===== src/rtl/agc_pkg.sv =====
package agc_pkg;
  localparam int RSSI_W_DEF    = 7;
  localparam int RSSI_MAX_DEF  = 79;
  localparam int LNA_W_DEF     = 2;
  localparam int FLT_W_DEF     = 2;
  localparam int FLT_LVL_DEF   = 3;
  localparam int DIV_W_DEF     = 6;
  localparam int HI_THR_DEF    = 70;
  localparam int LO_THR_DEF    = 30;
  localparam int DIV_VAL_DEF   = 33;
  localparam int MIN_SPAN_DEF  = 30;

  typedef enum logic [1:0] {
    STEP_HOLD = 2'd0,
    STEP_UP   = 2'd1,
    STEP_DOWN = 2'd2
  } step_e;
endpackage


===== src/rtl/agc_tick_div.sv =====
module agc_tick_div #(
  parameter int DIV_W = agc_pkg::DIV_W_DEF
) (
  input  logic             clk,
  input  logic             rst_n,
  input  logic             restart,
  input  logic [DIV_W-1:0] div,
  output logic             tick
);
  logic [DIV_W-1:0] cnt_q;

  assign tick = (cnt_q == div);

  always_ff @(posedge clk or negedge rst_n) begin
    if (!rst_n)       cnt_q <= '0;
    else if (restart) cnt_q <= '0;
    else if (tick)    cnt_q <= '0;
    else              cnt_q <= cnt_q + 1'b1;
  end

  AST_TICK_GAP: assert property (@(posedge clk) disable iff (!rst_n)
    (tick && !restart && div != '0) |=> !tick);
endmodule


===== src/rtl/agc_step_decide.sv =====
module agc_step_decide #(
  parameter int RSSI_W   = agc_pkg::RSSI_W_DEF,
  parameter int RSSI_MAX = agc_pkg::RSSI_MAX_DEF
) (
  input  logic [RSSI_W-1:0] rssi_in,
  input  logic [RSSI_W-1:0] hi_thr,
  input  logic [RSSI_W-1:0] lo_thr,
  output logic [RSSI_W-1:0] rssi_clamped,
  output agc_pkg::step_e    step
);
  localparam logic [RSSI_W-1:0] TOP = RSSI_W'(RSSI_MAX);

  always_comb begin
    rssi_clamped = (rssi_in > TOP) ? TOP : rssi_in;
    if (rssi_clamped > hi_thr)      step = agc_pkg::STEP_DOWN;
    else if (rssi_clamped < lo_thr) step = agc_pkg::STEP_UP;
    else                            step = agc_pkg::STEP_HOLD;
  end
endmodule


===== src/rtl/agc_ladder.sv =====
module agc_ladder #(
  parameter int LNA_W   = agc_pkg::LNA_W_DEF,
  parameter int FLT_W   = agc_pkg::FLT_W_DEF,
  parameter int FLT_LVL = agc_pkg::FLT_LVL_DEF,
  localparam int STEPS  = (1 << LNA_W) * FLT_LVL,
  localparam int IDX_W  = $clog2(STEPS)
) (
  input  logic             clk,
  input  logic             rst_n,
  input  logic             preset,
  input  logic             step_en,
  input  agc_pkg::step_e   step,
  output logic [IDX_W-1:0] idx,
  output logic [LNA_W-1:0] lna,
  output logic [FLT_W-1:0] flt
);
  localparam logic [IDX_W-1:0] IDX_MAX = IDX_W'(STEPS - 1);

  logic [IDX_W-1:0] idx_q, idx_d;

  always_comb begin
    idx_d = idx_q;
    if (step_en) begin
      unique case (step)
        agc_pkg::STEP_UP:   if (idx_q != IDX_MAX) idx_d = idx_q + 1'b1;
        agc_pkg::STEP_DOWN: if (idx_q != '0)      idx_d = idx_q - 1'b1;
        default:            idx_d = idx_q;
      endcase
    end
  end

  always_ff @(posedge clk or negedge rst_n) begin
    if (!rst_n)      idx_q <= IDX_MAX;
    else if (preset) idx_q <= IDX_MAX;
    else             idx_q <= idx_d;
  end

  assign idx = idx_q;
  assign lna = LNA_W'(idx_q / FLT_LVL);
  assign flt = FLT_W'(idx_q % FLT_LVL);

  AST_ONE_STEP: assert property (@(posedge clk) disable iff (!rst_n)
    !preset |=> (idx == $past(idx) || idx == $past(idx) + 1 || idx == $past(idx) - 1));
  AST_HOLD_IDLE: assert property (@(posedge clk) disable iff (!rst_n)
    (!preset && !step_en) |=> $stable(idx));
  AST_SAT_TOP: assert property (@(posedge clk) disable iff (!rst_n)
    (!preset && idx == IDX_MAX && step == agc_pkg::STEP_UP) |=> idx == IDX_MAX);
  AST_SAT_BOTTOM: assert property (@(posedge clk) disable iff (!rst_n)
    (!preset && idx == '0 && step == agc_pkg::STEP_DOWN) |=> idx == '0);
endmodule


===== src/rtl/agc_ctrl.sv =====
module agc_ctrl #(
  parameter int RSSI_W   = agc_pkg::RSSI_W_DEF,
  parameter int RSSI_MAX = agc_pkg::RSSI_MAX_DEF,
  parameter int LNA_W    = agc_pkg::LNA_W_DEF,
  parameter int FLT_W    = agc_pkg::FLT_W_DEF,
  parameter int FLT_LVL  = agc_pkg::FLT_LVL_DEF,
  parameter int DIV_W    = agc_pkg::DIV_W_DEF,
  parameter int HI_DEF   = agc_pkg::HI_THR_DEF,
  parameter int LO_DEF   = agc_pkg::LO_THR_DEF,
  parameter int DIV_DEF  = agc_pkg::DIV_VAL_DEF,
  parameter int MIN_SPAN = agc_pkg::MIN_SPAN_DEF
) (
  input  logic              clk,
  input  logic              rst_n,
  input  logic              rx_start,
  input  logic              cfg_wr,
  input  logic [RSSI_W-1:0] cfg_hi_thr,
  input  logic [RSSI_W-1:0] cfg_lo_thr,
  input  logic [DIV_W-1:0]  cfg_div,
  input  logic              cfg_agc_en,
  input  logic [LNA_W-1:0]  cfg_lna_gain,
  input  logic [FLT_W-1:0]  cfg_flt_gain,
  input  logic [RSSI_W-1:0] rssi_code,
  output logic [LNA_W-1:0]  lna_gain,
  output logic [FLT_W-1:0]  flt_gain,
  output logic [RSSI_W-1:0] rssi_rb,
  output logic              upd_tick,
  output logic              cfg_err
);
  localparam int STEPS = (1 << LNA_W) * FLT_LVL;
  localparam int IDX_W = $clog2(STEPS);
  localparam int SPAN_W = RSSI_W + 2;
  localparam logic [FLT_W-1:0] FLT_TOP = FLT_W'(FLT_LVL - 1);

  logic [RSSI_W-1:0] hi_q, lo_q, rb_q, rssi_cl;
  logic [DIV_W-1:0]  div_q;
  logic              en_q;
  logic [LNA_W-1:0]  man_lna_q, lad_lna;
  logic [FLT_W-1:0]  man_flt_q, lad_flt;
  logic [IDX_W-1:0]  lad_idx;
  logic              tick, restart, step_en;
  agc_pkg::step_e    step;
  logic signed [SPAN_W-1:0] span;

  assign restart = cfg_wr | rx_start;

  always_ff @(posedge clk or negedge rst_n) begin
    if (!rst_n) begin
      hi_q      <= RSSI_W'(HI_DEF);
      lo_q      <= RSSI_W'(LO_DEF);
      div_q     <= DIV_W'(DIV_DEF);
      en_q      <= 1'b1;
      man_lna_q <= '0;
      man_flt_q <= '0;
    end else if (rx_start) begin
      hi_q <= RSSI_W'(HI_DEF);
      lo_q <= RSSI_W'(LO_DEF);
      en_q <= 1'b1;
    end else if (cfg_wr) begin
      hi_q      <= cfg_hi_thr;
      lo_q      <= cfg_lo_thr;
      div_q     <= cfg_div;
      en_q      <= cfg_agc_en;
      man_lna_q <= cfg_lna_gain;
      man_flt_q <= (cfg_flt_gain > FLT_TOP) ? FLT_TOP : cfg_flt_gain;
    end
  end

  always_ff @(posedge clk or negedge rst_n) begin
    if (!rst_n) rb_q <= '0;
    else        rb_q <= rssi_cl;
  end

  agc_tick_div #(.DIV_W(DIV_W)) u_div (
    .clk(clk), .rst_n(rst_n), .restart(restart), .div(div_q), .tick(tick)
  );

  agc_step_decide #(.RSSI_W(RSSI_W), .RSSI_MAX(RSSI_MAX)) u_dec (
    .rssi_in(rssi_code), .hi_thr(hi_q), .lo_thr(lo_q),
    .rssi_clamped(rssi_cl), .step(step)
  );

  assign step_en = tick & en_q & ~restart;

  agc_ladder #(.LNA_W(LNA_W), .FLT_W(FLT_W), .FLT_LVL(FLT_LVL)) u_lad (
    .clk(clk), .rst_n(rst_n), .preset(rx_start), .step_en(step_en),
    .step(step), .idx(lad_idx), .lna(lad_lna), .flt(lad_flt)
  );

  assign span     = $signed({2'b00, hi_q}) - $signed({2'b00, lo_q});
  assign cfg_err  = (span <= $signed(SPAN_W'(MIN_SPAN)));
  assign lna_gain = en_q ? lad_lna : man_lna_q;
  assign flt_gain = en_q ? lad_flt : man_flt_q;
  assign rssi_rb  = rb_q;
  assign upd_tick = tick;

  AST_RB_RANGE: assert property (@(posedge clk) disable iff (!rst_n)
    rssi_rb <= RSSI_W'(RSSI_MAX));
  AST_FLT_LEGAL: assert property (@(posedge clk) disable iff (!rst_n)
    flt_gain <= FLT_TOP);
  AST_NO_STEP_ON_WRITE: assert property (@(posedge clk) disable iff (!rst_n)
    (cfg_wr && !rx_start) |=> $stable(lad_idx));
  AST_IDX_RANGE: assert property (@(posedge clk) disable iff (!rst_n)
    lad_idx <= IDX_W'(STEPS - 1));
endmodule


===== config.mk =====
export PLATFORM = sky130hd
export DESIGN_NAME = agc_ctrl
export DESIGN_NICKNAME = d
export VERILOG_FILES = /design/src/rtl/agc_pkg.sv /design/src/rtl/agc_tick_div.sv /design/src/rtl/agc_step_decide.sv /design/src/rtl/agc_ladder.sv /design/src/rtl/agc_ctrl.sv
export SDC_FILE = /design/constraint.sdc
export NUM_CORES = 1
export LEC_CHECK = 0
export ABC_AREA = 1
export ABC_CLOCK_PERIOD_IN_PS = 3000
export CAP_MARGIN = 30
export CORE_MARGIN = 8
export CORE_UTILIZATION = 53
export DETAILED_ROUTE_END_ITERATION = 16
export GPL_TIMING_DRIVEN = 0
export MAX_ROUTING_LAYER = met4
export PLACE_DENSITY_LB_ADDON = 0.3
export SYNTH_ARGS = -nofsm -noshare
export SYNTH_HDL_FRONTEND = slang
export SYNTH_SLANG_ARGS = --single-unit

===== constraint.sdc =====
create_clock -name clk -period 3 [get_ports clk]
set_input_delay 0.75 -clock clk [delete_from_list [all_inputs] [get_ports clk]]
set_output_delay 0.75 -clock clk [all_outputs]
set_load 0.02 [all_outputs]

## Yosys cells after proc, flatten, opt, wreduce, memory -nomap -nowiden

Cells that the tools add are included.

| word-level totals | value |
|---|---|
| bits in registers | 42 |
| output and inout bits | 13 |
| logic and storage cells | 56 |

| operators by class | value |
|---|---|
| $add $sub $neg | 4 |
| div/mod/pow operators | 2 |
| magnitude comparators | 5 |
| equal/unequal tests | 6 |
| mux-type cells | 19 |
| bitwise logic cells | 5 |
| reduce and logical (&&, ||, !) cells | 6 |

Operator list:

| cell | count |
|---|---|
| 2-to-1 mux 7 bit | 5 |
| divider 4 x 2 -> 32 bit, second input constant | 1 |
| modulo 4 x 2 -> 32 bit, second input constant | 1 |
| 2-to-1 mux 4 bit | 4 |
| 2-to-1 mux 6 bit | 2 |
| less-or-equal comparator 8 x 6 -> 1 bit, second input constant | 1 |
| 2-to-1 mux 2 bit | 4 |
| case mux 4 bit (2 select lines) | 1 |
| subtractor 7 x 7 -> 8 bit | 1 |
| > comparator 7 bit | 1 |
| > comparator 7 bit, second input constant | 1 |
| less-than comparator 7 bit | 1 |
| adder 6 x 1 -> 6 bit, second input constant | 1 |
| == test 6 bit | 1 |
| != test 3 x 2 -> 1 bit, second input constant | 2 |
| adder 4 x 1 -> 4 bit, second input constant | 1 |
| != test 4 bit, second input constant | 1 |
| AND reduction 4 bit | 1 |
| nonzero test 2 bit | 2 |
| nonzero test 4 bit | 1 |
| subtractor 4 x 1 -> 4 bit, second input constant | 1 |
| 2-to-1 mux 1 bit | 3 |
| nonzero test 3 bit | 1 |
| bitwise AND 1 bit | 2 |
| other kinds (6) | 7 |

## Depth between registers and ports, before layout

| depth | value |
|---|---|
| word-level depth | 9 |
| gate-level depth with buffers | 22 |
| gate-level depth less buffers | 22 |

## Hierarchy

A second synthesis with hierarchy kept.

| unflattened totals | value |
|---|---|
| cells, all modules | 422 |
| area total of the unflattened synthesis | 2959.1 um2 |

Modules (own cells, without submodules):

| module | times used | cells an instance | area each (um2) | seq. area each (um2) |
|---|---|---|---|---|
| agc_ctrl | 1 | 181 | 1541.5 | 813.3 |
| agc_ladder | 1 | 93 | 556.8 | 103.8 |
| agc_tick_div | 1 | 76 | 444.2 | 150.1 |
| agc_step_decide | 1 | 72 | 416.6 | 0.0 |

## Least setup slack after synthesis

OpenSTA, ideal clock, no wires.

| path | value |
|---|---|
| path type | in2reg |
| start point | in rssi_code[5] |
| end point | reg u_lad.idx_q[3], in the netlist u_lad.idx[3] |
| library setup time | 0.083 ns |
| arrival time | 2.816 ns |
| data required time | 2.917 ns |
| path slack | 0.101 ns |
| stages | 20 |
| path buffers | 0 |
| path through | o21ai_2 > nand2_1 > ha_1 > a21oi_1 > nand2_1 > nand2_1 > nand2_2 > nand2_2 > inv_1 > ha_1 > a21oi_1 > nand2_1 > nand2_1 > nand2_1 > inv_1 > nand2_1 > nand2_1 > inv_1 > nand3_1 > nand3_1 |

| on the way | value |
|---|---|
| cells in the longest elaborated chain, start to end | 9 |
| elaborated cells on any way between the ends | 15 |

Ends and longest elaborated chain:

| what | RTL line | source |
|---|---|---|
| start, declared | agc_ctrl.sv:23 | `input logic [RSSI_W-1:0] rssi_code,` |
| > comparator 7 bit (*) | agc_step_decide.sv:14 | `rssi_clamped = (rssi_in > TOP) ? TOP : rssi_in;` |
| 2-to-1 mux 7 bit (*) | agc_step_decide.sv:14 |  |
| via rssi_cl[2] | agc_ctrl.sv:35 | `logic [RSSI_W-1:0] hi_q, lo_q, rb_q, rssi_cl;` |
| less-than comparator 7 bit | agc_step_decide.sv:16 | `else if (rssi_clamped < lo_thr) step = agc_pkg::STEP_UP;` |
| 2-to-1 mux 1 bit | agc_step_decide.sv:16 |  |
| 2-to-1 mux 2 bit (*) | agc_step_decide.sv:15 | `if (rssi_clamped > hi_thr) step = agc_pkg::STEP_DOWN;` |
| == test 2 bit / == test 2 x 1 -> 1 bit (equally long branches) | agc_ladder.sv:24 | `unique case (step)` |
| case mux 4 bit (2 select lines) | agc_ladder.sv:24 |  |
| 2-to-1 mux 4 bit | agc_ladder.sv:23 | `if (step_en) begin` |
| 2-to-1 mux 4 bit | agc_ladder.sv:34 | `else if (preset) idx_q <= IDX_MAX;` |
| end signal, assigned | agc_ladder.sv:35 | `else idx_q <= idx_d;` |
| end, declared | agc_ladder.sv:19 | `logic [IDX_W-1:0] idx_q, idx_d;` |

Mark *: on every way through the listed nets, which the timed path passes. The rest lies on a longest branch. The select of a mux whose other input is x is not followed.
A chain may end at the register's enable or synchronous reset.

## Worst setup path after layout

| path | value |
|---|---|
| start point | reg u_lad.idx_q[2], in the netlist u_lad.idx[2] |
| end point | out flt_gain[1] |

| on the way | value |
|---|---|
| cells in the longest elaborated chain, start to end | 2 |

Ends and longest elaborated chain:

| what | RTL line | source |
|---|---|---|
| modulo 4 x 2 -> 32 bit | agc_ladder.sv:40 | `assign flt = FLT_W'(idx_q % FLT_LVL);` |
| 2-to-1 mux 2 bit | agc_ctrl.sv:93 | `assign flt_gain = en_q ? lad_flt : man_flt_q;` |
| end, declared | agc_ctrl.sv:25 | `output logic [FLT_W-1:0] flt_gain,` |

Every way passes these cells.

==> flow_metrics.tcl <==
set metrics [dict create \
    grt_pass1_vias 2728 \
    synth_warnings 0 \
    dp_cells 475 \
    synth_edf_count 0 \
    ios 49 \
    leakage_nw 1.88 \
    synthCells 356 \
    vias 2548 \
    cts_root_buffer "clkbuf_8" \
    clk_latency_ns 0.30 \
    crit_chain "clkbuf_1 > ha_1 > nand2_1 > nand2_1 > nand4_2 > xor2_2 > ha_2 > nand3b_1 > buf_4 > nand3_2 > o211ai_1 > buf_4" \
    nets 492 \
    status "finished, violations left" \
    violations "setup timing" \
    final_common_cell "nand2_1" \
    worst_path_largest_cell_delay_ns 0.42 \
    post-route-util 0.728 \
    ys_seq_area_frac 0.386 \
    drive_above_1_share 0.222 \
    synthDistinctLibCells 31 \
    cts_buffer_depth 2 \
    dieArea_um2 7780 \
    worst_slack_ns -0.247 \
    netlist_area_um2 2760 \
    cts_inserted_buffers 5 \
    core_um2 5070 \
    ys_async_sr_fraction 1.00 \
    fin_cells 498 \
    slew_viol_final 0 \
    pwr_density_cell_nw_per_um2 390 \
    synth_flop_cell "dfrtp_1" \
    cts_tree "yes" \
    grt_pass1_wl_um 11800 \
    hold_class "input port to async pin" \
    clk_pin_slew_ns 0.08 \
    synth_area_leaders "dfrtp_1 26%, dfstp_2 12%, nand2_1 12%" \
    wl_per_cell_um 14.1 \
    n_fill_cell 409 \
    avgSynthCellArea_um2 7.76 \
    overflow 0 \
    layout_common_cells "87 x nand2_1, 52 x inv_1, 39 x clkdlybuf4s50_1" \
    cts.sinks 42 \
    cp.arrival_ns 2.50 \
    critical_path_class "flip-flop to primary output" \
    cp-end-kind "primary output" \
    start_kind "flip-flop" \
    skew_ns 0.00365 \
    synth_nets 421 \
    die_x_um 88.2 \
    antenna_left 0 \
    wl_um 7020 \
    worst_ep_required_time_ns 2.25 \
    design_area_um2 3700 \
    hpwl_um 4990 \
    io_buffers 48 \
    via_per_inst 5.12 \
    maxSlewHeadroom 0.807 \
    synth_seq_cells 42 \
    worst_pin_slew_ns 0.287 \
    ff2ff_path_depth 13 \
    ir_drop_v 0.000266 \
    synth.top_cell.area_share 0.263 \
    antenna-diode-count 0 \
    worst-path-buf-inv 3 \
    fp.dieH_um 88.2 \
    cp.depth 12 \
    antenna_found_initial 0 \
    crit_fanout 3 \
    critPathTopFamily "simple AND/OR/NAND/NOR gates" \
    drt_iter0_drc 108 \
    dr.pass1.iters 4 \
    grt_usage 0.199 \
    dpl_worst_slack_ns -0.762 \
    grt_max_degree 37 \
    setup_tns_ns -0.603 \
    place_area_um2 3340 \
    drc 0 \
    setup_viol 3 \
    core.rowCount 26 \
    gp_congestion 0.916 \
    synth_top_cell_by_area "dfrtp_1" \
    start_util 0.544 \
    hold_viol 0 \
    finalCriticalPeriod_ns 3.25 \
    ctsHoldBuffers 0 \
    clock.fmax_ghz 0.308 \
    period_share 1.08 \
    cpMaxStageDelayCell "dfrtp_2" \
    finalHoldWorstSlack_ns 0.274 \
    syn_to_final_growth_pct 33.8 \
    rsz0062_at_grt "true" \
    power_mw 1.44 \
    cap_violations 0 \
    htreeDepth 2 \
]
layer usage:
layer / up-vias / global-route usage / wire length, um
met4: 0 / 0.0783 / 91
met1: 1199 / 0.206 / 2820
met3: 10 / 0.0432 / 374
met5: - / - / 0
met2: 74 / 0.357 / 3740
li1: 1265 / - / -
repair_timing:
item | 4_1_cts | 5_1_grt
endpoints found under the hold margin | 0 | 0
gates resized for setup | 38 | 21
setup buffers | 11 | 4
pin swaps | 8 | 12
setup endpoints to repair | 7 | 7
power by group:
group	switching (mW)	internal, mW
registers	0.0212	0.609
logic	0.228	0.189
clock network	0.209	0.185
total	0.458	0.984
worst reg2reg max path, cell delays in order, from the launching register on:
cell and delay, ns:
dfstp_2 0.54, inv_1 0.05, ha_1 0.29, nand2_1 0.09, nor2_2 0.16, nand2_1 0.09, nand2_2 0.11, nand2_4 0.07
buf_4 0.16, fa_1 0.37, xor2_1 0.18, nand3_1 0.11, nand2_1 0.09, nor2_1 0.04
kinds of logic after synthesis:
logic type / Yosys count / synth area share
AOI/OAI and AO/OA: 43 / 0.0861
xor gates and xnor gates: 6 / 0.0190
adders and majority gates: 29 / 0.137
buffers and inverters: 69 / 0.102
DFF: 42 / 0.386
and+or+nand+nor: 167 / 0.269
state kept, by name, summed over array words and instances, names as in the netlist:
name,cells
man_lna_q,2
hi_q,7
en_q,1
man_flt_q,2
rssi_rb,7
u_lad.idx,4
lo_q,7
div_q,6
u_div.cnt_q,6
worst paths after layout:
check | startpoint | to | slack (ns)
min reg2reg | man_lna_q[1]$_DFFE_PN0P_ | man_lna_q[1]$_DFFE_PN0P_ | 0.49
min in group clk | man_lna_q[1]$_DFFE_PN0P_ | man_lna_q[1]$_DFFE_PN0P_ | 0.49
max in group asynchronous | rst_n | lo_q[1]$_DFFE_PN1N_ | 2.21
max reg2reg | hi_q[6]$_DFFE_PN1N_ | u_lad.idx[2]$_DFFE_PN0P_ | 0.53
max | u_lad.idx[2]$_DFFE_PN0P_ | flt_gain[1] | -0.25
min | rst_n | div_q[1]$_DFFE_PN0P_ | 0.27
layout make-up:
type | count | area [um2] | share of cell area
Multi-Input combinational cell | 245 | 1550 | 0.418
Sequential cell | 42 | 1070 | 0.289
Timing Repair Buffer | 64 | 612 | 0.166
Inverter | 62 | 243 | 0.0657
Tap cell | 70 | 87.6 | 0.0237
Clock buffer | 6 | 82.6 | 0.0223
Buffer | 7 | 45.0 | 0.0122
Clock inverter | 2 | 12.5 | 0.00339
synth_stat cells, types with 2 or more instances:
cell type,instances
a21oi_1,19
a22o_1,2
buf_2,3
buf_6,2
clkbuf_1,2
dfrtp_1,29
dfstp_2,13
fa_1,2
ha_1,27
inv_1,54
inv_2,7
nand2_1,91
nand2_2,6
nand3_1,22
nand3b_1,2
nand4_1,2
nand4_2,2
nor2_1,31
nor2_2,6
nor3_1,2
o211ai_1,3
o21ai_0,16
xnor2_1,2
xor2_1,4
Note: power is estimated with default switching activity, not from simulation.
